$ cat src/rtl/rx_fsync_sel.sv
module rx_fsync_sel #(
  parameter int DIV_W = 8,
  parameter int PER_W = 12
) (
  input  logic             clk_in,
  input  logic             rst_n,
  input  logic             use_gen,
  input  logic             lock_ext,
  input  logic             loopback,
  input  logic [1:0]       clk_stop,
  input  logic [DIV_W-1:0] clk_div,
  input  logic [PER_W-1:0] frame_per,
  input  logic             fs_pin_in,
  input  logic             tx_clk,
  input  logic             tx_fs,
  output logic             rx_clk,
  output logic             rx_fs,
  output logic             fs_pin_out,
  output logic             fs_pin_oe
);
  localparam int SYNC_N = 3;

  logic [SYNC_N-1:0] pin_sync;
  logic [DIV_W-1:0]  div_cnt;
  logic [PER_W-1:0]  per_cnt;
  logic              lock_pulse;

  wire pin_rise = pin_sync[1] & ~pin_sync[2];
  wire resync   = lock_ext & pin_rise;
  wire gen_tick = (div_cnt >= clk_div);
  wire gen_fs   = lock_ext ? lock_pulse : (per_cnt == '0);
  wire tx_route = loopback | clk_stop[1];

  always_ff @(posedge clk_in or negedge rst_n) begin
    if (!rst_n) pin_sync <= '0;
    else        pin_sync <= {pin_sync[SYNC_N-2:0], fs_pin_in};
  end

  always_ff @(posedge clk_in or negedge rst_n) begin
    if (!rst_n)        div_cnt <= '0;
    else if (resync)   div_cnt <= '0;
    else if (gen_tick) div_cnt <= '0;
    else               div_cnt <= div_cnt + 1'b1;
  end

  always_ff @(posedge clk_in or negedge rst_n) begin
    if (!rst_n)                 per_cnt <= '0;
    else if (resync)            per_cnt <= '0;
    else if (gen_tick) begin
      if (per_cnt >= frame_per) per_cnt <= '0;
      else                      per_cnt <= per_cnt + 1'b1;
    end
  end

  always_ff @(posedge clk_in or negedge rst_n) begin
    if (!rst_n)        lock_pulse <= 1'b0;
    else if (resync)   lock_pulse <= 1'b1;
    else if (gen_tick) lock_pulse <= 1'b0;
  end

  assign rx_clk     = tx_route ? tx_clk : clk_in;
  assign rx_fs      = tx_route ? tx_fs : (use_gen ? gen_fs : fs_pin_in);
  assign fs_pin_out = rx_fs;
  assign fs_pin_oe  = use_gen & ~lock_ext;
endmodule

$ cat config.mk
export PLATFORM = sky130hd
export DESIGN_NAME = rx_fsync_sel
export DESIGN_NICKNAME = d
export VERILOG_FILES = /design/src/rtl/rx_fsync_sel.sv
export SDC_FILE = /design/constraint.sdc
export NUM_CORES = 1
export LEC_CHECK = 0
export CAP_MARGIN = 0
export CORE_MARGIN = 5
export CORE_UTILIZATION = 45
export DETAILED_ROUTE_END_ITERATION = 10
export PLACE_DENSITY = 0.74
export SLEW_MARGIN = 20
export SYNTH_ARGS = -nofsm -noshare
export SYNTH_HDL_FRONTEND = slang
export SYNTH_SLANG_ARGS = --single-unit
export TNS_END_PERCENT = 1
$ cat constraint.sdc
create_clock -name clk_in -period 5.4 [get_ports clk_in]
set_clock_uncertainty 0.1 [all_clocks]
set_input_delay 0.54 -clock clk_in [delete_from_list [all_inputs] [get_ports clk_in]]
set_output_delay 0.54 -clock clk_in [all_outputs]
set_load 0.05 [all_outputs]
==> impl.org <==
** Power
- In this run the power density over the cells is 424 nW/um2.
- Clock network fraction of total power :: between 20% and 30%
- Cell internal power dissipation :: about 570 uW
- Leakage :: 0.00106 uW
- Combinational logic is responsible for between 40% and 50% of the overall power.
- Fraction of power spent switching nets :: 40.8%
- IR analysis of the VDD net gives a maximum drop of 255 uV.
- Overall power consumption after layout is estimated at just under 1000 uW.
- Sequential Power Share :: 35.4%
- For this design the total switching power over the nets is 395 uW.

** Logic synthesis
- When the netlist entered floorplanning its net count stood at 253.
- Synthesized area per cell :: ~9 um2
- Ranked by total cell area, the synthesized netlist is headed by sky130_fd_sc_hd__dfrtp_1, sky130_fd_sc_hd__ha_1, sky130_fd_sc_hd__inv_1.
- Yosys cell types :: between 40 and 50
- Syn. warnings :: 0
- Synth area leader :: sky130_fd_sc_hd__dfrtp_1
- Post-synthesis instance area :: between 1500 and 2000 um2
- After synthesis, the largest area contributor takes up 33.0% of total cell area.
- In this run, synthesis produced a sequential element count of 24.
- Of the synthesized area, sequential elements account for 33.0%.
- Counting every instance in the synthesized netlist gives 200.

** Clock tree
- Clock latency on the worst-skew pair, taken at its later pin, is 380 ps.
- TritonCTS built the clock tree.
- Clock-pin transition on the worst setup and hold timing paths :: 90 ps
- Count of hold buffers inserted by post-cts repair :: 0
- Post-CTS repair changed the size of 0 cells.
- Once the clock tree was built, the setup fixing pass inserted 0 buffers.

** Drt
- Total wire length after detailed routing :: 3990 um
- After the first detailed-routing iteration, the DRC count stood at 98.
- For this run, design rule violations remaining after detail routing come to 0.
- The first detailed-routing pass took 4 iterations.
- Dividing the detail-routed wire length by the instance count gives 14.1 um.
- For this block, the via count after detailed routing is between 1500 and 2000.
- Average via count per standard cell :: ~5.6
- Antenna viol nets, final :: 0

** Setup path
- Reg-to-reg endpoint :: per_cnt[10]
- Data required time at the worst endpoint :: between 4000 and 5000 ps
- Library cell contributing the largest single delay on the critical path :: sky130_fd_sc_hd__clkdlybuf4s50_1
- The most numerous cell type found on the critical path is sky130_fd_sc_hd__clkbuf_8.
- Class of the most critical setup path :: clk -> out
- Startpoint of the worst register-to-register path :: div_cnt[5]
- The setup check on the worst reg-to-reg path leaves a slack of 3010 ps.
- The worst register-to-register path has a depth of 6.
- Traced cell by cell, the critical path runs through clkbuf_8 > clkbuf_8 > mux2_2 > clkdlybuf4s50_1.
- Worst Path Arrival :: 3870 ps
- Of all nets on the critical path, the largest fanout is 2.
- For this run, the slowest stage of the critical path takes 700 ps.
- The worst setup path is captured at a primary output.
- Kind of launch point of the worst setup path :: clock port

** Global routing
- Highest-utilization routing layer at the global route stage :: met2
- Global routing met1 resource utilization :: 23.6%
- The first global-routing pass estimated 7130 um of wire.
- GRT met3 Usage :: 2.60%
- The via count of the first global-routing pass came to 1604.
- In the global route stage, met2 resource usage came out at 24.3%.
- Global-route usage over all layers :: 16.7%
- Overall overflow remaining after global route :: 0
- Initial antenna violation count :: 0
- Entering global routing, the biggest net connects 25 pins.

** STA
- Setup repair after global routing missed its margin :: false
- Final max-slew violation count :: 0
- Worst setup slack after layout :: 889 ps
- In this run the tightest slew margin relative to its limit is 55.3%.
- After routing, the total negative slack on setup checks comes to 0 ps.
- Hold Vio Cnt, Final :: 0
- Final setup fails :: 0
- Worst Tran Pin Value :: 669 ps

** Min path
- Classification of the worst-slack hold path :: in -> async

** Placed design
- Timing analysis after detailed placement gives a worst setup slack of 1130 ps.
- Buffers added on ports :: 32
- Routability-driven placement finished with a final weighted congestion of 0.855.
- After detailed placement, the total cell area comes to 2180 um2.
- HPWL Detailed :: about 2900 um

** Final layout
- Share of cells above drive strength 1 :: a little under a tenth
- After filler insertion, the fill cell instance count of the layout stands at 357.
- Design area :: 2280 um2
- The repair_antennas step left the layout with diodes totalling 0.
- Registers take 601 um2.
- Final core area utilization :: 57.5%
- Net count, final :: 288
- Area of the multi-input gates :: 1100 um2
- From synthesis to final layout, the design area changed by 25.4%.

** Floorplan
- Die height :: around 74 um
- Floorplan core area :: 3970 um2
- Number of core rows :: 23
- Once the floorplan was initialized, standard cells occupied 45.9% of the core.
- Width of the die :: 73.6 um
- 34 I/O pins were placed.
- Die Outline Area :: about 5400 um2

** Run
- Maximum capacitance violations :: 0

** Run status
- Result of the run :: finished, final reports clean
-- registers in the layout (all words and copies together), names as in the netlist --
signal / flops
per_cnt: 12
div_cnt: 8
pin_sync: 3
lock_pulse: 1
-- synth_stat cells --
library cell and instances:
sky130_fd_sc_hd__nand4_1 2, sky130_fd_sc_hd__a21o_1 1, sky130_fd_sc_hd__a21oi_1 4, sky130_fd_sc_hd__ha_1 23
sky130_fd_sc_hd__nand3_1 14, sky130_fd_sc_hd__a221oi_4 1, sky130_fd_sc_hd__nor2_1 11, sky130_fd_sc_hd__and2_1 2
sky130_fd_sc_hd__inv_1 24, sky130_fd_sc_hd__nor3_1 1, sky130_fd_sc_hd__nand2b_1 2, sky130_fd_sc_hd__o21ai_1 3
sky130_fd_sc_hd__nor2_4 1, sky130_fd_sc_hd__a211o_1 2, sky130_fd_sc_hd__nor4_1 5, sky130_fd_sc_hd__o21ai_0 6
sky130_fd_sc_hd__nand2_1 20, sky130_fd_sc_hd__and3_1 5, sky130_fd_sc_hd__nand3b_1 1, sky130_fd_sc_hd__buf_2 4
sky130_fd_sc_hd__dfrtp_1 24, sky130_fd_sc_hd__o211ai_4 1, sky130_fd_sc_hd__o221ai_1 2, sky130_fd_sc_hd__xnor2_1 1
sky130_fd_sc_hd__or3_1 2, sky130_fd_sc_hd__mux2_2 2, sky130_fd_sc_hd__o211ai_1 7, sky130_fd_sc_hd__buf_4 1
sky130_fd_sc_hd__nor2b_1 2, sky130_fd_sc_hd__nor2b_4 1, sky130_fd_sc_hd__or2_2 3, sky130_fd_sc_hd__o211a_1 1
sky130_fd_sc_hd__o31a_1 1, sky130_fd_sc_hd__a21oi_2 1, sky130_fd_sc_hd__o211ai_2 1, sky130_fd_sc_hd__nor4b_1 1
sky130_fd_sc_hd__a31oi_1 3, sky130_fd_sc_hd__o22ai_1 1, sky130_fd_sc_hd__o2111ai_1 3, sky130_fd_sc_hd__xor2_1 5
sky130_fd_sc_hd__o311ai_2 3, sky130_fd_sc_hd__a22oi_1 1, sky130_fd_sc_hd__and4_1 1
-- cell families after synthesis --
family	share of synthesized area, %
adder cells (fa/ha/maj)	15.8
AND/OR/NAND/NOR	21.2
AO/OA/AOI/OAI	19.5
XOR/XNOR	2.88
multiplexers	1.24
buffers and inverters	6.46
flip-flops	33.0
-- critical path: cells and delay by family --
kind | cells | cell delay [ps]
buf+inv | 3 | 920
mux | 1 | 250
-- per-layer routing --
layer | vias to the layer above | part of all wire (%)
met5 | - | 0
met4 | 0 | 2.1
met3 | 8 | 7.0
met2 | 55 | 43
met1 | 744 | 48
li1 | 792 | -
-- layout make-up --
| type | instances | share of cell area (%) |
|---|---|---|
| clock buffers | 7 | 4.05 |
| clock inverters | 1 | 1.31 |
| inverters | 24 | 3.94 |
| multi-input cells | 147 | 48.3 |
| flip-flops and latches | 24 | 26.3 |
| well taps | 50 | 2.74 |
| repair buffers | 31 | 13.4 |
-- power by group through the flow --
stage | clock (uW) | combinational, uW | sequential [uW]
after floorplan | 11.5 | 319 | 307
after global placement | 15.7 | 380 | 342
after detailed placement | 15.7 | 391 | 344
after CTS | 234 | 397 | 341
after global routing | 242 | 458 | 358
final | 232 | 393 | 343
-- metrics by stage --
stage | hold slack (ps) | instances
after floorplan | 144 | 200
after global placement | 237 | 277
after detailed placement | 240 | 277
after CTS | 261 | 284
after global routing | 79.2 | 284
final | 36.2 | 284
-- how the worst max path moves through the flow --
stage               slack (ps)  startpoint      to
floorplan                 1690      clk_in  rx_clk
global placement          1130      clk_in  rx_clk
detailed placement        1130      clk_in  rx_clk
CTS                        880      clk_in  rx_clk
global route               860      clk_in  rx_clk
finish                     890      clk_in  rx_clk
-- cells in the final DEF (no fill, tap or decap), drive strengths merged, types with 2 or more instances in the layout --
cell type and instances:
a211o 2, a21oi 5, a31oi 3, and2 2
and3 5, clkbuf 6, clkdlybuf4s50 31, dfrtp 24
ha 23, inv 24, mux2 2, nand2 20
nand2b 2, nand3 14, nand4 2, nor2 12
nor2b 3, nor4 5, o2111ai 3, o211ai 9
o21ai 9, o221ai 2, o311ai 3, or2 3
or3 2, xor2 5
(Power assumes the default switching activity.)
